[config.mk]
export PLATFORM = sky130hd
export DESIGN_NAME = nib_ret_stack
export DESIGN_NICKNAME = d
export VERILOG_FILES = /design/src/rtl/nib_ret_stack_pkg.sv /design/src/rtl/nib_ret_stack_ptr.sv /design/src/rtl/nib_ret_stack_addr.sv /design/src/rtl/nib_ret_stack_seq.sv /design/src/rtl/nib_ret_stack.sv
export SDC_FILE = /design/constraint.sdc
export NUM_CORES = 1
export LEC_CHECK = 0
export BUFFER_PORTS_ARGS = -buffer_cell sky130_fd_sc_hd__buf_2
export CORE_MARGIN = 4
export CORE_UTILIZATION = 59
export DETAILED_ROUTE_END_ITERATION = 8
export PLACE_DENSITY_LB_ADDON = 0.05
export SYNTH_ARGS = -nofsm -noshare
export SYNTH_HDL_FRONTEND = slang
export SYNTH_SLANG_ARGS = --single-unit
[constraint.sdc]
create_clock -name clk -period 4.6 [get_ports clk]
set_input_delay 0.23 -clock clk [delete_from_list [all_inputs] [get_ports clk]]
set_output_delay 0.23 -clock clk [all_outputs]
set_load 0.01 [all_outputs]
[src/rtl/nib_ret_stack_pkg.sv]
package nib_ret_stack_pkg;
  typedef enum logic [1:0] {
    RS_IDLE = 2'd0,
    RS_PUSH = 2'd1,
    RS_POP  = 2'd2
  } rs_state_e;
endpackage

[src/rtl/nib_ret_stack_ptr.sv]
module nib_ret_stack_ptr #(
  parameter int DEPTH = 8,
  parameter int SP_W  = $clog2(DEPTH)
) (
  input  logic            clk,
  input  logic            rst,
  input  logic            inc,
  input  logic            dec,
  output logic [SP_W-1:0] sp,
  output logic [SP_W-1:0] sp_prev
);
  localparam logic [SP_W-1:0] TOP = SP_W'(DEPTH - 1);
  localparam logic [SP_W-1:0] ONE = SP_W'(1);

  generate
    if ((1 << SP_W) == DEPTH) begin : g_pow2
      always_comb sp_prev = sp - ONE;
      always_ff @(posedge clk) begin
        if (rst)      sp <= '0;
        else if (inc) sp <= sp + ONE;
        else if (dec) sp <= sp - ONE;
      end
    end else begin : g_mod
      always_comb sp_prev = (sp == '0) ? TOP : sp - ONE;
      always_ff @(posedge clk) begin
        if (rst)      sp <= '0;
        else if (inc) sp <= (sp == TOP) ? '0 : sp + ONE;
        else if (dec) sp <= sp_prev;
      end
    end
  endgenerate
endmodule

[src/rtl/nib_ret_stack_addr.sv]
module nib_ret_stack_addr #(
  parameter int MEM_AW    = 8,
  parameter int SP_W      = 3,
  parameter int OFF_W     = 2,
  parameter int PAGE_BASE = 16,
  parameter int NIBS      = 3
) (
  input  logic [SP_W-1:0]   sp,
  input  logic [OFF_W-1:0]  off,
  output logic [MEM_AW-1:0] addr
);
  localparam logic [MEM_AW-1:0] BASE   = MEM_AW'(PAGE_BASE);
  localparam logic [MEM_AW-1:0] STRIDE = MEM_AW'(NIBS);

  always_comb addr = BASE + MEM_AW'(sp) * STRIDE + MEM_AW'(off);
endmodule

[src/rtl/nib_ret_stack_seq.sv]
module nib_ret_stack_seq
  import nib_ret_stack_pkg::*;
#(
  parameter int PC_W   = 12,
  parameter int NIB_W  = 4,
  parameter int MEM_AW = 8,
  parameter int SP_W   = 3,
  parameter int NIBS   = PC_W / NIB_W,
  parameter int STEP_W = $clog2(NIBS + 1)
) (
  input  logic              clk,
  input  logic              rst,
  input  logic              call_req,
  input  logic [PC_W-1:0]   call_ret_pc,
  input  logic [PC_W-1:0]   call_target,
  input  logic              ret_req,
  input  logic [NIB_W-1:0]  ret_imm,
  input  logic [NIB_W-1:0]  mem_rdata,
  input  logic [MEM_AW-1:0] addr_in,
  input  logic [SP_W-1:0]   sp,
  input  logic [SP_W-1:0]   sp_prev,
  output logic [SP_W-1:0]   addr_sp,
  output logic [STEP_W-1:0] addr_off,
  output logic              sp_inc,
  output logic              sp_dec,
  output logic [MEM_AW-1:0] mem_addr,
  output logic              mem_we,
  output logic              mem_re,
  output logic [NIB_W-1:0]  mem_wdata,
  output logic              busy,
  output logic              done,
  output logic              pc_load,
  output logic [PC_W-1:0]   pc_value,
  output logic              r0_we,
  output logic [NIB_W-1:0]  r0_data
);
  localparam logic [STEP_W-1:0] LAST_NIB = STEP_W'(NIBS - 1);
  localparam logic [STEP_W-1:0] POP_END  = STEP_W'(NIBS);
  localparam logic [STEP_W-1:0] ONE      = STEP_W'(1);

  rs_state_e         state;
  logic [STEP_W-1:0] step;
  logic [PC_W-1:0]   ret_q;
  logic [PC_W-1:0]   tgt_q;
  logic [PC_W-1:0]   acc_q;
  logic [NIB_W-1:0]  imm_q;
  logic              take_call;
  logic              take_ret;

  always_comb begin
    take_call = (state == RS_IDLE) && call_req;
    take_ret  = (state == RS_IDLE) && !call_req && ret_req;
    sp_dec    = take_ret;
    sp_inc    = (state == RS_PUSH) && (step == LAST_NIB);
    addr_sp   = take_ret ? sp_prev : sp;
    addr_off  = (state == RS_IDLE) ? '0 : step + ONE;
  end

  always_ff @(posedge clk) begin
    if (rst) begin
      state     <= RS_IDLE;
      step      <= '0;
      ret_q     <= '0;
      tgt_q     <= '0;
      acc_q     <= '0;
      imm_q     <= '0;
      mem_addr  <= '0;
      mem_we    <= 1'b0;
      mem_re    <= 1'b0;
      mem_wdata <= '0;
      busy      <= 1'b0;
      done      <= 1'b0;
      pc_load   <= 1'b0;
      pc_value  <= '0;
      r0_we     <= 1'b0;
      r0_data   <= '0;
    end else begin
      done    <= 1'b0;
      pc_load <= 1'b0;
      r0_we   <= 1'b0;
      unique case (state)
        RS_IDLE: begin
          step <= '0;
          if (take_call) begin
            state     <= RS_PUSH;
            busy      <= 1'b1;
            tgt_q     <= call_target;
            ret_q     <= call_ret_pc >> NIB_W;
            mem_we    <= 1'b1;
            mem_addr  <= addr_in;
            mem_wdata <= call_ret_pc[NIB_W-1:0];
          end else if (take_ret) begin
            state    <= RS_POP;
            busy     <= 1'b1;
            imm_q    <= ret_imm;
            mem_re   <= 1'b1;
            mem_addr <= addr_in;
          end
        end
        RS_PUSH: begin
          if (step == LAST_NIB) begin
            state    <= RS_IDLE;
            step     <= '0;
            busy     <= 1'b0;
            mem_we   <= 1'b0;
            done     <= 1'b1;
            pc_load  <= 1'b1;
            pc_value <= tgt_q;
          end else begin
            step      <= step + ONE;
            mem_addr  <= addr_in;
            mem_wdata <= ret_q[NIB_W-1:0];
            ret_q     <= ret_q >> NIB_W;
          end
        end
        RS_POP: begin
          if (step != '0) acc_q <= {mem_rdata, acc_q[PC_W-1:NIB_W]};
          if (step == POP_END) begin
            state    <= RS_IDLE;
            step     <= '0;
            busy     <= 1'b0;
            done     <= 1'b1;
            pc_load  <= 1'b1;
            pc_value <= {mem_rdata, acc_q[PC_W-1:NIB_W]};
            r0_we    <= 1'b1;
            r0_data  <= imm_q;
          end else begin
            step <= step + ONE;
            if (step < LAST_NIB) mem_addr <= addr_in;
            else                 mem_re   <= 1'b0;
          end
        end
        default: begin
          state  <= RS_IDLE;
          busy   <= 1'b0;
          mem_we <= 1'b0;
          mem_re <= 1'b0;
        end
      endcase
    end
  end
endmodule

[src/rtl/nib_ret_stack.sv]
module nib_ret_stack #(
  parameter int PC_W      = 12,
  parameter int NIB_W     = 4,
  parameter int MEM_AW    = 8,
  parameter int DEPTH     = 8,
  parameter int PAGE_BASE = 16
) (
  input  logic              clk,
  input  logic              rst,
  input  logic              call_req,
  input  logic [PC_W-1:0]   call_ret_pc,
  input  logic [PC_W-1:0]   call_target,
  input  logic              ret_req,
  input  logic [NIB_W-1:0]  ret_imm,
  output logic [MEM_AW-1:0] mem_addr,
  output logic              mem_we,
  output logic              mem_re,
  output logic [NIB_W-1:0]  mem_wdata,
  input  logic [NIB_W-1:0]  mem_rdata,
  output logic              busy,
  output logic              done,
  output logic              pc_load,
  output logic [PC_W-1:0]   pc_value,
  output logic              r0_we,
  output logic [NIB_W-1:0]  r0_data
);
  localparam int SP_W   = $clog2(DEPTH);
  localparam int NIBS   = PC_W / NIB_W;
  localparam int STEP_W = $clog2(NIBS + 1);

  logic [SP_W-1:0]   sp;
  logic [SP_W-1:0]   sp_prev;
  logic [SP_W-1:0]   addr_sp;
  logic [STEP_W-1:0] addr_off;
  logic [MEM_AW-1:0] addr_in;
  logic              sp_inc;
  logic              sp_dec;

  nib_ret_stack_ptr #(.DEPTH(DEPTH), .SP_W(SP_W)) u_ptr (
    .clk(clk), .rst(rst), .inc(sp_inc), .dec(sp_dec),
    .sp(sp), .sp_prev(sp_prev)
  );

  nib_ret_stack_addr #(
    .MEM_AW(MEM_AW), .SP_W(SP_W), .OFF_W(STEP_W),
    .PAGE_BASE(PAGE_BASE), .NIBS(NIBS)
  ) u_addr (
    .sp(addr_sp), .off(addr_off), .addr(addr_in)
  );

  nib_ret_stack_seq #(
    .PC_W(PC_W), .NIB_W(NIB_W), .MEM_AW(MEM_AW),
    .SP_W(SP_W), .NIBS(NIBS), .STEP_W(STEP_W)
  ) u_seq (
    .clk(clk), .rst(rst),
    .call_req(call_req), .call_ret_pc(call_ret_pc), .call_target(call_target),
    .ret_req(ret_req), .ret_imm(ret_imm), .mem_rdata(mem_rdata),
    .addr_in(addr_in), .sp(sp), .sp_prev(sp_prev),
    .addr_sp(addr_sp), .addr_off(addr_off),
    .sp_inc(sp_inc), .sp_dec(sp_dec),
    .mem_addr(mem_addr), .mem_we(mem_we), .mem_re(mem_re), .mem_wdata(mem_wdata),
    .busy(busy), .done(done), .pc_load(pc_load), .pc_value(pc_value),
    .r0_we(r0_we), .r0_data(r0_data)
  );
endmodule

# == Word-level counts from Yosys, hierarchy flattened ==
# Cells that the tools add are included.
# W data, S select, Z words.
# totals
elab_cells,101
inputBits,36
reg_bits,80
# op_classes
mul,1
addsub,5
eq_ne,14
bitwise_logic,3
n_reduce_logical,21
muxes,40
order_cmp,1
# ops
op,n
$mux W12,4
$pmux W12 S2,2
$mux W8,5
$pmux W8 S3,1
$reduce_and A3 Y1,5
$mux W2,7
$ne A2 B2 Y1 const B,6
$pmux W2 S3,2
$mux W1,10
$reduce_and A5 Y1,2
$pmux W1 S3,3
$add A8 B2 Y8,1
$mux W4,2
$pmux W4 S2,1
$add A5 B5 Y6 const A,1
$eq A2 B2 Y1 const B,3
$mux W3,2
$ne A2 B1 Y1 const B,3
$reduce_and A2 Y1,3
$reduce_bool A2 Y1,3
$mul A3 B2 Y5 const B,1
$logic_and A1 B1 Y1,4
$add A3 B1 Y3 const B,1
$ne A3 B2 Y1 const B,1
10 further kinds,12

# == Depth between registers and ports, before layout ==
# Gate-level depths: netlist of run 1.
# depth
depth_word,10
depth_mapped,12

# == Modules after synthesis ==
# A second synthesis of run 1 with hierarchy kept.
# unflattened
cells_unflattened,396
area_unflattened_um2,3603.5
# modules_own_cells
mod,n_inst,seq_area_each_um2,cells_each,area_each_um2
nib_ret_stack_seq,1,1381.3,348,3205.6
nib_ret_stack_addr,1,0.0,28,219.0
nib_ret_stack_ptr,1,60.1,20,178.9

# == Worst setup path before layout of run 1 ==
# OpenSTA, ideal clock, no wires.
# synth_timing
path_kind,reg2reg
from,register u_seq.state[0]
to,register u_seq.mem_addr[4]
path_slack_ps,2083
stages_incl_launch_ff,13
arrival_time_ps,2431
setup_ps,86
n_path_buf,2
path_cell_list,dfxtp_1 inv_1 ha_1 buf_2 and3b_1 clkbuf_1 xnor2_1 ha_1 inv_1 fa_1 nand3b_1 xor2_1 a211oi_1
# synth_between
elab_chain_cells,10
elab_cells_between_ends,23
# synth_rtl
element,line_no,text
from (decl),nib_ret_stack_seq.sv:41,rs_state_e state;
from (signal assigned),nib_ret_stack_seq.sv:61,state <= RS_IDLE;
from (signal assigned),nib_ret_stack_seq.sv:85,state <= RS_PUSH;
from (signal assigned),nib_ret_stack_seq.sv:93,state <= RS_POP;
$logic_not A2 Y1,n/a,
$logic_and A1 B1 Y1 (2 in a row),nib_ret_stack_seq.sv:52,take_ret = (state == RS_IDLE) && !call_req && ret_req;
$mux W3,nib_ret_stack_seq.sv:55,addr_sp = take_ret ? sp_prev : sp;
$mul A3 B2 Y5,nib_ret_stack_addr.sv:15,always_comb addr = BASE + MEM_AW'(sp) * STRIDE + MEM_AW'(off);
$add A5 B5 Y6,nib_ret_stack_addr.sv:15,
$add A8 B2 Y8,nib_ret_stack_addr.sv:15,
$mux W8 (on tied branches),"nib_ret_stack_seq.sv:129, nib_ret_stack_seq.sv:92",
$mux W8 (on tied branches),"nib_ret_stack_seq.sv:118, nib_ret_stack_seq.sv:84",
$pmux W8 S3,nib_ret_stack_seq.sv:81,unique case (state)
to (signal assigned),nib_ret_stack_seq.sv:90,mem_addr <= addr_in;
to (signal assigned),nib_ret_stack_seq.sv:97,mem_addr <= addr_in;
to (signal assigned),nib_ret_stack_seq.sv:129,if (step < LAST_NIB) mem_addr <= addr_in;
to (decl),nib_ret_stack_seq.sv:26,"output logic [MEM_AW-1:0] mem_addr,"
# Parallel ways exist; a longest one is shown, timed or not. The select of a mux whose other input is x is not followed.
# A chain may end at the register's enable or synchronous reset.

# == Final worst setup path of run 1 ==
# Same ends and word-level chain as after synthesis.

==> results.toml, run 1 <==
[place]
gp_congestion = 0.8296
place_hpwl_um = 5572
io_buffers = 67
post-place-cells = 523

[power]
p_comb_share_pct = 24.8
intPower_mw = 1.222
total_power_mw = 1.753
switchingPower_mw = 0.5311
vdd_drop_max_v = 0.0002623
switching_share_pct = 30.29
power_leakage_nw = 1.665
power_density_nw_per_um2 = 432.6
pwr-share-seq_pct = 40.6
p_clk_share_pct = 34.5

[die]
die_area_sq_um = 7338
die_h_um = 85.66
row_count = 28
core_area_sq_um = 5886
top_level_ports = 70
initial_core_util_pct = 60.46
die_w_um = 85.66

[global_route]
grt_usage_pct = 23.37
grt.overflow.total = 0
grt_max_degree = 76
grt_pass1_vias = 2959
grt_pass1_wl_um = 13870
antenna_found_initial = 0

[yosys]
synth.cell_area_sq_um = 3558
ys.flop_type = "dfxtp_1"
async_flop_share_pct = 0
syn_avg_cell_area_sq_um = 8.432
yosys_warnings = 0
ys_seq_area_share_pct = 39.38
synth_seq_cells = 70
syn_inst = 422
synth_edf_count = 0
ys_types = 48

[layout]
final_cell_mix = "dfxtp_1 (70), buf_2 (67), nand2_1 (58)"
post_layout_nonfiller_instances = 539
fin_nets = 512
layout_commonest_cell = "dfxtp_1"
diodes = 0
area_delta_synth_final_pct = 13.89
drive_gt1_share_pct = 23.71

[critical_path]
slowest_stage = "ha_1"
required_ns = 4.87
reg2reg_depth = 10
start_kind = "flop"
path_cells = "inv_1 -> ha_1 -> and3b_1 -> xnor2_1 -> ha_1 -> inv_1 -> fa_1 -> nand3b_1 -> xor2_1 -> a211oi_1"
crit_path_end_kind = "flop"
reg2reg_slack_ns = 1.65
worstSetupPathType = "flop to flop"
arrival_ns = 3.21
cp_slowest_stage_delay_ns = 0.53
crit_fanout = 20

[sta]
final_hold_viol_count = 0
setup_violations = 0
hold_ws_ns = 0.1058
tns_ns = 0
worst_clock_skew_ns = 0.01062
rsz0062_at_grt = "no"
tightestPinTransition_ns = 1.016
fin_crit_ns = 2.946
relSlewSlack_pct = 32.11
post-route-period-util_pct = 64.05
report.final.slew_viol_count = 0
fmax_mhz = 339.4

[cts]
h-tree-depth = 3
cts_buffers = 9
cts_setup_buffers = 0
cts-root-buf = "clkbuf_8"
clk_pin_slew_ns = 0.09
cts_tree = "yes"
clkSinkCount = 70
cts_hold_buffers = 0
cts_resized = 0
clock_latency_ns = 0.35
cts.path.max_buffers = 2

[worst_hold_path]
min_path_cells = 3
hold_class = "input pin to flop"

[drt]
drtAntennaViolNets = 0
wl_um = 8217
vias = 3151
wire_per_inst_um = 15.24
drt_iter0_drc = 156
drtPass1Iterations = 5
viasPerCell = 5.846
drc = 0

[outcome]
status = "complete, no violations"

[flow_run]
maxCapViolCount = 0
state kept, by name, summed over array words and instances, names as in the netlist:
register,flops
u_seq.r0_we,1
u_seq.step,2
u_seq.tgt_q,12
u_seq.acc_q,8
u_seq.done,1
u_seq.mem_addr,6
u_seq.busy,1
u_seq.pc_value,12
u_seq.imm_q,4
u_ptr.sp,3
u_seq.mem_wdata,4
u_seq.mem_we,1
u_seq.ret_q,8
u_seq.r0_data,4
u_seq.state,2
u_seq.mem_re,1
worst max-delay path, delay by kind of cell (launching register included):
kind / cells / cell delay [ns]
AND/OR/NAND/NOR: 2 / 0.71
buffers and inverters: 2 / 0.16
AO/OA/AOI/OAI: 1 / 0.21
adder cells (fa/ha/maj): 3 / 1.14
flip-flops: 1 / 0.34
XOR/XNOR: 2 / 0.31
path summary, 6_finish.rpt:
| path | startpoint | to |
|---|---|---|
| min reg2reg | u_seq.acc_q[6] | u_seq.acc_q[6] |
| min | call_target[2] | u_seq.tgt_q[2] |
| max reg2reg | u_seq.state[0] | u_seq.mem_addr[4] |
| max | u_seq.state[0] | u_seq.mem_addr[4] |
cells by family (layout without fill, tap and decap cells):
group | Yosys count | count (layout) | share of synthesized area [%]
other cells | 1 | 2 | 0.1054
compound gates | 89 | 89 | 15.19
fa+ha+maj | 17 | 17 | 6.188
xor+xnor | 7 | 7 | 1.723
buf+inv | 55 | 96 | 6.716
mux | 24 | 24 | 7.595
flops | 70 | 70 | 39.38
simple gates | 159 | 159 | 23.10
power groups by stage:
stage | combinational [mW] | clock [mW] | sequential [mW]
CTS | 0.435 | 0.618 | 0.712
floorplan | 0.314 | 0 | 0.735
global placement | 0.425 | 0 | 0.724
finish | 0.435 | 0.606 | 0.712
global route | 0.486 | 0.642 | 0.721
detailed placement | 0.432 | 0 | 0.726
cell type report:
cell class	instances	area, sq um
well taps	75	93.84
multi-input cells	298	1922
flip-flops and latches	70	1401
inverters	11	41.29
clock inverters	7	120.1
repair buffers	69	350.3
clock buffers	9	123.9
fillers	512	1833
layer usage:
metal / up-vias / share of wire, % / global-route usage, % / wire, um
li1: 1579 / - / - / -
met1: 1471 / 47 / 30.94 / 3869
met2: 86 / 45 / 36.58 / 3736
met3: 15 / 5.4 / 4.803 / 444
met4: 0 / 2.0 / 10.94 / 166
met5: - / 0 / 0 / 0
stage by stage:
stage	setup slack (ns)	area, sq um	util, %
finish	1.654	4053	68.86
floorplan	2.083	3562	-
global placement	1.780	3809	64.71
detailed placement	1.696	3809	64.71
global route	1.439	4053	68.86
CTS	1.666	4053	68.86
Yosys cell counts, types with 2 or more instances:
cell      count  area share [%]
a211oi_1      6             1.3
a21oi_1      38             5.3
a31oi_1      26             4.6
and2_1        3            0.53
buf_1         7            0.74
buf_2        11             1.5
buf_4         3            0.63
clkbuf_1     22             2.3
dfxtp_1      70              39
ha_1         16             5.6
inv_1        10             1.1
mux2_2       20             6.3
mux2i_1       3            0.84
nand2_1      58             6.1
nand2b_1      9             1.6
nand3_1      10             1.4
nand4b_1      6             1.5
nor2_1        8            0.84
nor2b_1       7             1.2
nor3_1       26             3.7
nor3b_1       2            0.42
nor4_1       20             3.5
o21ai_0       5            0.70
o31ai_1       6             1.3
or2_2         2            0.35
xnor2_1       4            0.98
xor2_1        3            0.74
Note: power is estimated with default switching activity, not from simulation.
==> run 2, diff against run 1 <==
CORE_UTILIZATION = 55   (was 59)
clock period = 3.1 ns   (was 4.6 ns; I/O delays follow)
==> results.toml, run 2 (synthesis results as in run 1) <==
[place]
io_buffers = 67
post-place-cells = 528
placed_area_sq_um = 3834
place_hpwl_um = 5550
gp_congestion = 0.8264

[power]
power_density_nw_per_um2 = 623.0
vdd_drop_max_v = 0.0003472
power_leakage_nw = 1.674

[cts]
cts_resized = 0
cts_setup_buffers = 0
h-tree-depth = 3
cts_buffers = 9
cts_tree = "yes"
cts-root-buf = "clkbuf_8"
clock_latency_ns = 0.35
clkSinkCount = 70
cts_hold_buffers = 0
cts.path.max_buffers = 2
clk_pin_slew_ns = 0.08

[drt]
dr_wl_met3_um = 425
drt_iter0_drc = 158
viasPerCell = 5.684
drtAntennaViolNets = 0
drtPass1Iterations = 4
wl_met1_um = 4079
vias = 3092
wire_per_inst_um = 15.08
highest_layer = "met4"
wl_met2_um = 3631
drc = 0
wl_um = 8206

[critical_path]
reg2reg_slack_ns = 0.49
r2r-start = "u_seq.state[0]"
crit_fanout = 10
start_kind = "flop"
reg2reg_depth = 11
worstSetupPathType = "flop to flop"
arrival_ns = 2.87
endpoint = "u_seq.mem_addr[4]"
required_ns = 3.36
crit_path_end_kind = "flop"
r2r-end = "u_seq.mem_addr[4]"
cp-startpoint = "u_seq.state[0]"

[die]
core_area_sq_um = 6314
die_w_um = 88.44
top_level_ports = 70
die_area_sq_um = 7821
row_count = 29
initial_core_util_pct = 56.36
die_h_um = 88.44

[layout]
final_cell_mix = "dfxtp_1 (70), buf_2 (67), nand2_1 (58)"
area_delta_synth_final_pct = 13.92
diodes = 0
final_core_util_pct = 64.21
layout_commonest_cell = "dfxtp_1"
fillCellCount = 574
largest_registers = "u_seq.pc_value x12, u_seq.tgt_q x12"
drive_gt1_share_pct = 24.20
post_layout_nonfiller_instances = 544
stdcell_area_sq_um = 4054
fin_nets = 515

[worst_hold_path]
min_path_cells = 3
hold_class = "input pin to flop"

[global_route]
grt.overflow.total = 0
grt_max_degree = 54
antenna_found_initial = 0
grt_pass1_vias = 2853
grt_pass1_wl_um = 13710
grt_usage_pct = 22.27

[outcome]
status = "complete, no violations"

[sta]
tightestPinTransition_ns = 0.9864
rsz0062_at_grt = "no"
tns_ns = 0
fin_crit_ns = 2.612
report.final.slew_viol_count = 0
setup_violations = 0
worst_clock_skew_ns = 0.01140
post-route-period-util_pct = 84.25
fmax_mhz = 382.9
final_hold_viol_count = 0
relSlewSlack_pct = 34.10

[flow_run]
maxCapViolCount = 0
## run 2: cell count changes in the layout (fill, tap and decap cells not counted), sizes merged
cell      delta
clkinv       +2
buf          +3
clkinvlp     -1
bufinv       -1
## run 2: layer usage
| layer | track usage, % | vias to the layer above |
|---|---|---|
| li1 | - | 1583 |
| met3 | 4.004 | 6 |
| met4 | 9.203 | 0 |
| met5 | 0 | - |
| met1 | 31.61 | 1429 |
| met2 | 33.38 | 74 |
## run 2: layout make-up
type | count | area, sq um | area share (%)
clock buffer | 9 | 123.9 | 3.056
clock inverter | 7 | 96.34 | 2.377
inverter | 11 | 41.29 | 1.019
multi-input combinational | 298 | 1922 | 47.41
sequential | 70 | 1401 | 34.57
tap | 77 | 96.34 | 2.377
timing repair buffer | 72 | 372.9 | 9.198
## run 2: metrics by stage
step / hold WS, ns / setup slack [ns] / total power [mW]
3_3_place_gp: 0.3949 / 0.6005 / 1.712
5_1_grt: 0.03316 / 0.2947 / 2.682
4_1_cts: 0.01186 / 0.4802 / 2.549
3_5_place_dp: 0.4010 / 0.4756 / 1.721
2_1_floorplan: 0.2910 / 0.5831 / 1.555
6_report: 0.02989 / 0.4883 / 2.526
## run 2: worst min path at each step
| stage | slack (ns) | endpoint | start |
|---|---|---|---|
| 2_1_floorplan | 0.29 | u_seq.tgt_q[0] | call_target[0] |
| 3_3_place_gp | 0.39 | u_seq.tgt_q[2] | call_target[2] |
| 3_5_place_dp | 0.40 | u_seq.tgt_q[7] | call_target[7] |
| 4_1_cts | 0.01 | u_seq.tgt_q[5] | call_target[5] |
| 5_1_grt | 0.03 | u_seq.acc_q[10] | mem_rdata[2] |
| 6_report | 0.03 | u_seq.tgt_q[4] | call_target[4] |
## run 2: power breakdown
group	switching, mW	leakage (nW)	internal (mW)
registers	0.0587	0.573	0.996
logic	0.362	0.987	0.285
clock network	0.368	0.114	0.456
## run 2: critical path, stage by stage, from the launching register on
cell	delay, ns
dfxtp_1	0.35
inv_1	0.09
ha_1	0.30
nand3b_2	0.26
nand2_1	0.15
o21ai_0	0.09
ha_1	0.30
ha_1	0.19
ha_1	0.32
nand3b_1	0.10
xor2_1	0.15
a211oi_1	0.23
==> run 3, diff against run 2 <==
clock period = 2.5 ns   (was 3.1 ns; I/O delays follow)
==> results.toml, run 3 (synthesis results as in run 1) <==
[sta]
post-route-period-util_pct = 94.93
fmax_mhz = 421.4
report.final.slew_viol_count = 0
relSlewSlack_pct = 54.15
fin_crit_ns = 2.373
final_hold_viol_count = 0
worst_clock_skew_ns = 0.01064
worst_slack_ns = 0.1268
hold_ws_ns = 0.01965
setup_violations = 0
tightestPinTransition_ns = 0.6852

[die]
core_area_sq_um = 6314
die_area_sq_um = 7821
die_w_um = 88.44
die_h_um = 88.44
top_level_ports = 70
initial_core_util_pct = 56.36
row_count = 29

[critical_path]
crit_path_end_kind = "flop"
slowest_stage = "dfxtp_2"
crit_fanout = 4
path_buf_inv = 1
r2r-start = "u_ptr.sp[0]"
cp-startpoint = "u_ptr.sp[0]"
start_kind = "flop"
path_cells = "clkinv_1 -> ha_1 -> o21ai_0 -> ha_1 -> ha_1 -> ha_1 -> nand3b_1 -> xor2_1 -> a211oi_2"
critical-path-top-delay-family = "adder cells"
required_ns = 2.76
cp_slowest_stage_delay_ns = 0.37
arrival_ns = 2.63
worstSetupPathType = "flop to flop"
cp_common_cell = "ha_1"

[drt]
wire_per_inst_um = 15.00
drtAntennaViolNets = 0
wl_um = 8310
vias = 3119
viasPerCell = 5.630
drt_iter0_drc = 162
drtPass1Iterations = 4
drc = 0

[cts]
cts-root-buf = "clkbuf_8"
cts_tree = "yes"
h-tree-depth = 3
clkSinkCount = 70
clk_pin_slew_ns = 0.08
clock_latency_ns = 0.34
cts_buffers = 9
cts.path.max_buffers = 2

[layout]
seq_area_sq_um = 1404
drive_gt1_share_pct = 27.04
largest_registers = "u_seq.pc_value x12, u_seq.tgt_q x12"
area_delta_synth_final_pct = 16.77
layout_commonest_cell = "dfxtp_1"
final_cell_mix = "dfxtp_1 (68), buf_2 (67), nand2_1 (58)"
fillCellCount = 584
fin_nets = 525
multi_input_area_sq_um = 1943
diodes = 0

[worst_hold_path]
min-delay-start = "call_target[10]"
hold_class = "input pin to flop"

[global_route]
grt_use_met2_pct = 32.97
antenna_found_initial = 0
busiest_layer = "met2"
grt_max_degree = 40
gr-usage-met3_pct = 3.445
grt.overflow.total = 0
grt_pass1_wl_um = 13520
gr-usage-met1_pct = 31.10
grt_pass1_vias = 2854
grt_usage_pct = 21.79

[power]
vdd_drop_max_v = 0.0004396
total_power_mw = 3.193
power_leakage_nw = 1.717
power_density_nw_per_um2 = 768.5

[place]
gp_congestion = 0.8334
dp_slack_ns = 0.06302
io_buffers = 67
place_hpwl_um = 5747

[outcome]
status = "complete, no violations"

[flow_run]
maxCapViolCount = 0
run 3: changes by cell type in the layout (fill, tap and decap cells not counted), sizes merged:
cell and delta:
clkinv -3, clkinvlp +1, buf +10, clkbuf +2
run 3: per-stage QoR:
| stage | TNS (ns) | instances | util (%) | cell area (sq um) |
|---|---|---|---|---|
| after CTS | 0 | 553 | 65.32 | 4124 |
| final | 0 | 554 | 65.81 | 4155 |
| after global placement | 0 | 537 | 61.79 | 3901 |
| after detailed placement | 0 | 537 | 61.79 | 3901 |
| after global routing | -0.02535 | 554 | 65.81 | 4155 |
| after floorplan | 0 | 423 | - | 3563 |
run 3: worst min-delay path, stage by stage:
cell and delay [ns]:
buf_2 0.09, nand2_1 0.04, a21oi_1 0.05
run 3: path summary, 6_finish.rpt:
check / end / cells past startpoint / slack [ns]
worst max register to register: u_seq.mem_addr[4] / 9 / 0.13
worst max-delay path: u_seq.mem_addr[4] / 9 / 0.13
worst min register to register: u_seq.tgt_q[3] / 2 / 0.45
worst min-delay path: u_seq.tgt_q[10] / 3 / 0.02
run 3: routing by layer:
metal	share of wire, %	vias to the layer above
met5	0	-
met2	45	68
met3	4.6	9
met1	49	1449
li1	-	1593
met4	1.2	0
run 3: cell type report:
type	instances	share of cell area, %
Clock inverter	5	1.957
Sequential cell	70	33.79
Multi-Input combinational cell	298	46.76
Tap cell	77	2.319
Clock buffer	11	3.403
Inverter	11	0.9937
Timing Repair Buffer	82	10.78
run 3: power by group:
group / total, mW / internal, mW / switching [mW]
Sequential: 1.31 / 1.24 / 0.0756
Clock: 1.03 / 0.592 / 0.442
Combinational: 0.847 / 0.383 / 0.464
run 3: timing repair:
item | 4_1_cts | 5_1_grt
hold buffers | 0 | 0
setup endpoints to repair | 0 | 2
setup buffers | 0 | 1
resized for setup | 0 | 8
